### src/rtl/gpio_irq_pkg.sv
package gpio_irq_pkg;

  localparam int REG_W = 32;
  localparam int MIN_ANY_VERSION = 3;

  // register word index; byte offset is index * 4
  typedef enum logic [3:0] {
    RI_LEVEL  = 4'd0,
    RI_INSEL  = 4'd1,
    RI_MASK   = 4'd2,
    RI_RAW    = 4'd3,
    RI_MASKED = 4'd4,
    RI_ACK    = 4'd5,
    RI_KIND   = 4'd6,
    RI_POL    = 4'd7,
    RI_FEAT   = 4'd8,
    RI_ANY    = 4'd9
  } reg_idx_e;

endpackage

### src/rtl/gpio_in_sync.sv
module gpio_in_sync #(
  parameter int W      = 8,
  parameter int STAGES = 2
) (
  input  logic         clk,
  input  logic         rst_n,
  input  logic [W-1:0] din,
  output logic [W-1:0] dout,
  output logic [W-1:0] dout_d
);

  localparam int DEPTH = STAGES + 1;

  logic [W-1:0] stage_q [DEPTH];

  always_ff @(posedge clk or negedge rst_n) begin
    if (!rst_n) begin
      for (int s = 0; s < DEPTH; s++) stage_q[s] <= '0;
    end else begin
      stage_q[0] <= din;
      for (int s = 1; s < DEPTH; s++) stage_q[s] <= stage_q[s-1];
    end
  end

  assign dout   = stage_q[STAGES-1];
  assign dout_d = stage_q[STAGES];

endmodule

### src/rtl/gpio_trig_detect.sv
module gpio_trig_detect #(
  parameter int W = 8
) (
  input  logic         clk,
  input  logic         rst_n,
  input  logic [W-1:0] cur_i,
  input  logic [W-1:0] prev_i,
  input  logic [W-1:0] kind_i,
  input  logic [W-1:0] pol_i,
  input  logic [W-1:0] any_i,
  output logic [W-1:0] evt_o
);

  for (genvar i = 0; i < W; i++) begin : g_pin
    logic rise, fall, lvl_hit, edg_hit;

    assign rise    = cur_i[i] & ~prev_i[i];
    assign fall    = ~cur_i[i] & prev_i[i];
    assign lvl_hit = pol_i[i] ? cur_i[i] : ~cur_i[i];
    assign edg_hit = any_i[i] ? (rise | fall) : (pol_i[i] ? rise : fall);
    assign evt_o[i] = kind_i[i] ? edg_hit : lvl_hit;


    single_edge_chk: assert property (@(posedge clk) disable iff (!rst_n)
      (evt_o[i] && kind_i[i] && !any_i[i]) |=>
      !(evt_o[i] && $stable(kind_i[i]) && $stable(pol_i[i]) && !any_i[i]));
  end

endmodule

### src/rtl/gpio_irq_ctrl.sv
module gpio_irq_ctrl
  import gpio_irq_pkg::*;
#(
  parameter int NUM_PINS = 8,
  parameter int ADDR_W   = 6,
  parameter int VERSION  = 3
) (
  input  logic                clk,
  input  logic                rst_n,
  input  logic [ADDR_W-1:0]   bus_addr,
  input  logic                bus_we,
  input  logic [REG_W-1:0]    bus_wdata,
  output logic [REG_W-1:0]    bus_rdata,
  input  logic [NUM_PINS-1:0] pin_in,
  output logic [NUM_PINS-1:0] pin_out,
  output logic [NUM_PINS-1:0] pin_oe,
  output logic                irq
);

  localparam int NP = NUM_PINS;
  localparam bit HAS_ANY = (VERSION >= MIN_ANY_VERSION);

  localparam logic [ADDR_W-1:0] OFF_LEVEL  = ADDR_W'(4 * RI_LEVEL);
  localparam logic [ADDR_W-1:0] OFF_INSEL  = ADDR_W'(4 * RI_INSEL);
  localparam logic [ADDR_W-1:0] OFF_MASK   = ADDR_W'(4 * RI_MASK);
  localparam logic [ADDR_W-1:0] OFF_RAW    = ADDR_W'(4 * RI_RAW);
  localparam logic [ADDR_W-1:0] OFF_MASKED = ADDR_W'(4 * RI_MASKED);
  localparam logic [ADDR_W-1:0] OFF_ACK    = ADDR_W'(4 * RI_ACK);
  localparam logic [ADDR_W-1:0] OFF_KIND   = ADDR_W'(4 * RI_KIND);
  localparam logic [ADDR_W-1:0] OFF_POL    = ADDR_W'(4 * RI_POL);
  localparam logic [ADDR_W-1:0] OFF_FEAT   = ADDR_W'(4 * RI_FEAT);
  localparam logic [ADDR_W-1:0] OFF_ANY    = ADDR_W'(4 * RI_ANY);

  // reset: asserted asynchronously, released on a clock edge
  logic [1:0] rst_pipe_q;
  logic       rst_sync_n;

  always_ff @(posedge clk or negedge rst_n) begin
    if (!rst_n) rst_pipe_q <= '0;
    else        rst_pipe_q <= {rst_pipe_q[0], 1'b1};
  end
  assign rst_sync_n = rst_pipe_q[1];

  // write decode
  logic [NP-1:0] wr_pins;
  logic hit_level, hit_insel, hit_mask, hit_ack, hit_kind, hit_pol, hit_any;

  assign wr_pins   = bus_wdata[NP-1:0];
  assign hit_level = bus_we && (bus_addr == OFF_LEVEL);
  assign hit_insel = bus_we && (bus_addr == OFF_INSEL);
  assign hit_mask  = bus_we && (bus_addr == OFF_MASK);
  assign hit_ack   = bus_we && (bus_addr == OFF_ACK);
  assign hit_kind  = bus_we && (bus_addr == OFF_KIND);
  assign hit_pol   = bus_we && (bus_addr == OFF_POL);
  assign hit_any   = bus_we && (bus_addr == OFF_ANY);

  if (NP < REG_W) begin : g_wide_bus
    logic unused_wdata_hi;
    assign unused_wdata_hi = ^bus_wdata[REG_W-1:NP];
  end

  // configuration registers
  logic [NP-1:0] level_q, insel_q, mask_q, kind_q, pol_q, any_q;

  always_ff @(posedge clk or negedge rst_sync_n) begin
    if (!rst_sync_n) begin
      level_q <= '0;
      insel_q <= '1;
      mask_q  <= '0;
      kind_q  <= '0;
      pol_q   <= '0;
    end else begin
      if (hit_level) level_q <= wr_pins;
      if (hit_insel) insel_q <= wr_pins;
      if (hit_mask)  mask_q  <= wr_pins;
      if (hit_kind)  kind_q  <= wr_pins;
      if (hit_pol)   pol_q   <= wr_pins;
    end
  end

  if (HAS_ANY) begin : g_any
    always_ff @(posedge clk or negedge rst_sync_n) begin
      if (!rst_sync_n)  any_q <= '0;
      else if (hit_any) any_q <= wr_pins;
    end
  end else begin : g_no_any
    logic unused_hit_any;
    assign unused_hit_any = hit_any;
    assign any_q = '0;
  end

  // pin sampling and trigger detection
  logic [NP-1:0] pin_now, pin_prev, evt;

  gpio_in_sync #(.W(NP), .STAGES(2)) u_sync (
    .clk    (clk),
    .rst_n  (rst_sync_n),
    .din    (pin_in),
    .dout   (pin_now),
    .dout_d (pin_prev)
  );

  gpio_trig_detect #(.W(NP)) u_detect (
    .clk    (clk),
    .rst_n  (rst_sync_n),
    .cur_i  (pin_now),
    .prev_i (pin_prev),
    .kind_i (kind_q),
    .pol_i  (pol_q),
    .any_i  (any_q),
    .evt_o  (evt)
  );

  // event latch and interrupt, next state
  logic [NP-1:0] latch_q, latch_d, ack_pins;
  logic          irq_q, irq_d;

  always_comb begin
    ack_pins = hit_ack ? wr_pins : '0;
    latch_d  = (latch_q | evt) & ~ack_pins;
    irq_d    = |(latch_q & mask_q);
  end

  always_ff @(posedge clk or negedge rst_sync_n) begin
    if (!rst_sync_n) begin
      latch_q <= '0;
      irq_q   <= 1'b0;
    end else begin
      latch_q <= latch_d;
      irq_q   <= irq_d;
    end
  end

  assign irq     = irq_q;
  assign pin_out = level_q;
  assign pin_oe  = ~insel_q;

  // read path
  logic [NP-1:0] rd_pins;
  logic          rd_feat;

  always_comb begin
    rd_pins = '0;
    rd_feat = 1'b0;
    case (bus_addr)
      OFF_LEVEL:  rd_pins = (insel_q & pin_now) | (~insel_q & level_q);
      OFF_INSEL:  rd_pins = insel_q;
      OFF_MASK:   rd_pins = mask_q;
      OFF_RAW:    rd_pins = latch_q;
      OFF_MASKED: rd_pins = latch_q & mask_q;
      OFF_KIND:   rd_pins = kind_q;
      OFF_POL:    rd_pins = pol_q;
      OFF_ANY:    rd_pins = any_q;
      OFF_FEAT:   rd_feat = 1'b1;
      default:    rd_pins = '0;
    endcase
    bus_rdata = rd_feat ? REG_W'(VERSION) : REG_W'(rd_pins);
  end


  ack_clear_chk: assert property (@(posedge clk) disable iff (!rst_sync_n)
    hit_ack |=> ((latch_q & $past(wr_pins)) == '0));


  latch_hold_chk: assert property (@(posedge clk) disable iff (!rst_sync_n)
    !hit_ack |=> ((latch_q & $past(latch_q)) == $past(latch_q)));


  mask_quiet_chk: assert property (@(posedge clk) disable iff (!rst_sync_n)
    (mask_q == '0) |=> !irq);


  irq_source_chk: assert property (@(posedge clk) disable iff (!rst_sync_n)
    $rose(irq) |-> $past((latch_q & mask_q) != '0));

endmodule

### config.mk
export PLATFORM = sky130hd
export DESIGN_NAME = gpio_irq_ctrl
export DESIGN_NICKNAME = d
export VERILOG_FILES = /design/src/rtl/gpio_irq_pkg.sv /design/src/rtl/gpio_in_sync.sv /design/src/rtl/gpio_trig_detect.sv /design/src/rtl/gpio_irq_ctrl.sv
export SDC_FILE = /design/constraint.sdc
export NUM_CORES = 1
export LEC_CHECK = 0
export BUFFER_PORTS_ARGS = -buffer_cell sky130_fd_sc_hd__buf_2
export CAP_MARGIN = 20
export CORE_ASPECT_RATIO = 0.7
export CORE_MARGIN = 1.5
export CORE_UTILIZATION = 59
export CTS_BUF_LIST = sky130_fd_sc_hd__clkbuf_16
export CTS_CLUSTER_SIZE = 12
export DETAILED_ROUTE_END_ITERATION = 10
export PLACE_DENSITY = 0.94
export SYNTH_ARGS = -nofsm -noshare
export SYNTH_HDL_FRONTEND = slang
export SYNTH_SLANG_ARGS = --single-unit
### constraint.sdc
create_clock -name clk -period 7.4 [get_ports clk]
set_input_delay 0.37 -clock clk [delete_from_list [all_inputs] [get_ports clk]]
set_output_delay 0.37 -clock clk [all_outputs]
set_load 0.1 [all_outputs]
* Yosys cells after proc, flatten, opt, wreduce, memory -nomap -nowiden
Cells that the tools add are included.
** Storage, ports and cells
- Register bits :: 83
- Logic and storage cells :: 114
** Operators by class
- Bitwise logic cells :: 48
- Reduce and logical (&&, ||, !) cells :: 9
- Multiplexer cells :: 36
- Equality and inequality tests :: 9
** Operator list (number)
- $pmux 8 s8 :: 1
- $mux 1 :: 33
- $and 8x8->8 :: 4
- $eq 6x5->1 const B :: 4
- $and 1x1->1 :: 16
- $mux 8 :: 2
- $not 1->1 :: 16
- $not 8->8 :: 2
- $or 8x8->8 :: 2
- $eq 6x4->1 const B :: 2
- $eq 6x6->1 const B :: 2
- $or 1x1->1 :: 8
- $reduce_or 8->1 :: 1
- $logic_and 1x1->1 :: 7
- $eq 6x3->1 const B :: 1
- $logic_not 6->1 :: 1

* Logic depth before layout (Yosys ltp)
- Word-level depth :: 7
- Gate-level depth with buffers :: 6
- Depth with buffers taken out :: 6

* By module
From an unflattened synthesis, not the netlist that was laid out.
** Unflattened totals
- Cell total of the unflattened synthesis :: 389
- Area, all modules :: 4550.6 um^2
** By module, submodules not included
- gpio_irq_ctrl :: area an instance 3209.3 um^2, cells an instance 277, times used 1
- gpio_in_sync :: area an instance 720.7 um^2, cells an instance 40, times used 1
- gpio_trig_detect :: area an instance 620.6 um^2, cells an instance 72, times used 1

* Worst setup path before layout
No wires, ideal clock.
- Kind :: reg-to-output
- Start :: reg level_q[0], in the netlist pin_out[0]
- End :: out bus_rdata[0]
- Path slack :: 4.172 ns
- Buffers on the path :: 0
- Stages on the path, launching flop included :: 5
- Arrival :: 2.858 ns
- Cell sequence :: dfrtp_1 -> nor3b_1 -> a21oi_1 -> o32a_1 -> o211ai_1
** Between the ends
- Word-level cells in the longest chain between the ends :: 4
** RTL lines
- start, declared :: RTL line gpio_irq_ctrl.sv:63 : logic [NP-1:0] level_q, insel_q, mask_q, kind_q, pol_q, any_q;
- start signal, assigned :: RTL line gpio_irq_ctrl.sv:73 : if (hit_level) level_q <= wr_pins;
- $and 8x8->8 :: RTL line gpio_irq_ctrl.sv:146 : OFF_LEVEL: rd_pins = (insel_q & pin_now) | (~insel_q & level_q);
- $or 8x8->8 :: RTL line gpio_irq_ctrl.sv:146
- $pmux 8 s8 :: RTL line gpio_irq_ctrl.sv:145 : case (bus_addr)
- $mux 8 :: RTL line gpio_irq_ctrl.sv:157 : bus_rdata = rd_feat ? REG_W'(VERSION) : REG_W'(rd_pins);
- end, declared :: RTL line gpio_irq_ctrl.sv:13 : output logic [REG_W-1:0] bus_rdata,
Every way passes these cells.

* Worst setup path after layout
- Start :: in bus_addr[2]
- End :: out bus_rdata[0]
** Between the ends
- Word-level cells in the longest chain between the ends :: 3
** RTL lines
- start, declared :: RTL line gpio_irq_ctrl.sv:10 : input logic [ADDR_W-1:0] bus_addr,
- $eq 6x6->1 (tied with other cells) :: RTL line gpio_irq_ctrl.sv:145
- $pmux 8 s8 or $mux 1 (tied branches) :: RTL line gpio_irq_ctrl.sv:145
- $mux 8 * :: RTL line gpio_irq_ctrl.sv:157
Mark *: on every way between the ends. The rest lies on a longest branch, timed or not.

==> results.py <==
metrics = {
    "sta": {
        "worst_pin_slew_ps": 819,
        "finalCritPeriodShare": 0.365,
        "slew_headroom": 0.452,
        "grt_setup_unrepaired": "false",
        "hold_viol": 0,
        "finalCriticalPeriod_ps": 2700,
        "final_max_slew_viol_count": 0,
        "max_freq_mhz": 370,
        "finClkSkew_ps": 4.15,
        "finalSetupTns_ps": 0,
        "setup_viol": 0,
    },
    "critical_path": {
        "crit_family": "buffers and inverters",
        "crit_top_cell": "buf_2",
        "worst-path-buf-inv": 2,
        "slowest_stage": "or4b_4",
        "path_max_fanout": 23,
        "end_kind": "primary output",
        "cp.required_ps": 7030,
        "crit_path_cell_trace": "buf_2 -> or4b_4 -> nor2_8 -> a211oi_1 -> o211ai_1 -> buf_2",
        "path_class": "primary input to primary output",
        "cp.arrival_ps": 2330,
        "setup.worst_path.start_class": "primary input",
        "slowest_delay_ps": 600,
    },
    "logic_synthesis": {
        "synth_area_leaders": "dfrtp_1 43%, mux2_2 11%, dfstp_2 4.8%",
        "syn_area_per_cell_um2": 11.6,
        "synth-edff-count": 0,
        "synth_common_cells": "75 x dfrtp_1, 42 x mux2_2, 25 x buf_4, 25 x inv_1, 17 x nor2_1",
        "netlist_instances": 376,
        "synth-seq-area-share": 0.478,
        "yosysUniqueCellTypes": 53,
        "yosysWarnings": 0,
        "synthFlopType": "dfrtp_1",
        "yosys_register_bits": 83,
        "async_flop_share": 1.00,
        "synth_largest_area_cell": "dfrtp_1",
        "synthDominantCellAreaShare": 0.430,
        "yosysMostFrequentCell": "dfrtp_1",
        "syn-cell-area_um2": 4370,
    },
    "global_route": {
        "antenna_found_initial": 1,
        "grt_start_max_net_pins": 82,
        "grt_pass1_vias": 2948,
        "overflow": 0,
        "track_usage": 0.260,
        "grt_first_pass_wirelength_um": 15300,
    },
    "clock_network": {
        "numClockSinks": 83,
        "ctsLongestPathBuffers": 2,
        "cts-resized-gates": 0,
        "clockRootBuffer": "clkbuf_16",
        "clkLatencyLatePin_ps": 340,
        "cts_tree": "yes",
        "cts_buffers": 9,
        "clkTransAtPathRegs_ps": 60,
        "cts_htree_levels": 3,
    },
    "floorplanning": {
        "initial_core_util": 0.605,
        "ios": 98,
        "core_area_um2": 7220,
        "die_area_um2": 7940,
        "dieHeight_um": 75.0,
        "die_w_um": 106,
        "rows": 26,
    },
    "pwr": {
        "p_per_area_nw_per_um2": 262,
        "p_leak_nw": 2.42,
        "power_mw": 1.29,
        "peakVddDrop_uv": 139,
    },
    "cells_and_area": {
        "area_growth_pct": 12.4,
        "final_core_util": 0.680,
        "finish.net_count": 492,
        "antenna_cells": 0,
        "finalNonFillerCells": 530,
        "drive_above_1_share": 0.315,
        "fin_area_um2": 4910,
    },
    "placed_design": {
        "gp_congestion": 0.920,
        "placed_cell_area_um2": 4590,
        "port_buffers": 49,
        "dp_cells": 512,
        "dp.final_hpwl_um": 6630,
    },
    "drt": {
        "vias": 3111,
        "post_drt_wl_per_cell_um": 17.9,
        "first_pass_iters": 5,
        "drt_iter0_markers": 270,
        "vias_per_cell": 5.87,
        "ant_nets": 0,
        "wl_um": 9490,
        "drc_errors": 0,
    },
    "min_path": {
        "hp-class": "register to asynchronous set/reset pin",
    },
    "status": {
        "status": "complete, no violations",
    },
    "job": {
        "maxCapViolCount": 0,
    },
}
flip-flops by register name (all words and copies together), names as in the netlist:
register and flops:
u_sync.dout_d 8, pin_out 8, irq 1, pol_q 8
rst_pipe_q 2, kind_q 8, mask_q 8, insel_q 8
u_sync.stage_q 8, any_q 8, u_sync.dout 8, latch_q 8
report_power, final:
part | total (mW) | internal [mW] | switching, mW
logic | 0.308 | 0.0769 | 0.231
clock network | 0.433 | 0.256 | 0.176
registers | 0.548 | 0.503 | 0.0447
repair_timing:
action,4_1_cts,5_1_grt
hold endpoints to repair,2,0
hold buffers,1,0
setup buffers,0,0
cell type report:
type,instances,area (um2)
repair buffers,51,283
well taps,98,123
clock buffers,9,225
clock inverters,7,60.1
multi-input cells,257,2030
inverters,25,93.8
fillers,560,2310
flip-flops and latches,83,2090
metrics by stage:
stage / worst slack, ps / hold slack (ps)
global route: 4650 / 124
floorplan: 4170 / 74.4
detailed placement: 4730 / 157
CTS: 4730 / 126
finish: 4700 / 128
global placement: 4740 / 154
cell families after synthesis:
group,share of synthesized area
multiplexers,0.152
flip-flops,0.478
buffers and inverters,0.0765
AO/OA/AOI/OAI,0.0951
XOR/XNOR,0.0160
other,0.00172
AND/OR/NAND/NOR,0.135
adder cells (fa/ha/maj),0.0458
final timing paths:
kind | from | to | slack [ps] | cells after the start
max | bus_addr[2] | bus_rdata[0] | 4700 | 6
min | rst_pipe_q[1] | u_sync.dout[2] | 130 | 0
max reg2reg | u_sync.dout[1] | latch_q[1] | 5800 | 6
min reg2reg | rst_pipe_q[1] | u_sync.dout[2] | 130 | 0
max in group asynchronous | rst_pipe_q[1] | insel_q[5] | 6650 | 1
min in group clk | pin_in[0] | u_sync.stage_q[16] | 130 | 1
layer usage:
metal / vias up / wire length [um] / global-route usage
met3: 19 / 820 / 0.0719
li1: 1400 / - / -
met4: 0 / 159 / 0.0781
met5: - / 0 / 0
met1: 1532 / 4090 / 0.353
met2: 160 / 4420 / 0.421
cell usage in the layout (no fill, tap or decap), types with 9 or more instances in the layout:
| master | netlist | routed |
|---|---|---|
| buf_2 | 3 | 49 |
| o21ai_0 | 11 | 11 |
| dfrtp_1 | 75 | 74 |
| conb_1 | 2 | 25 |
| clkbuf_16 | 0 | 9 |
| nor2b_1 | 9 | 9 |
| nand2_1 | 13 | 13 |
| a21oi_1 | 11 | 11 |
| inv_1 | 25 | 26 |
| ha_1 | 16 | 16 |
| mux2_2 | 42 | 42 |
| and3_1 | 10 | 10 |
| nor2_1 | 17 | 17 |
Note: power is estimated with default switching activity, not from simulation.
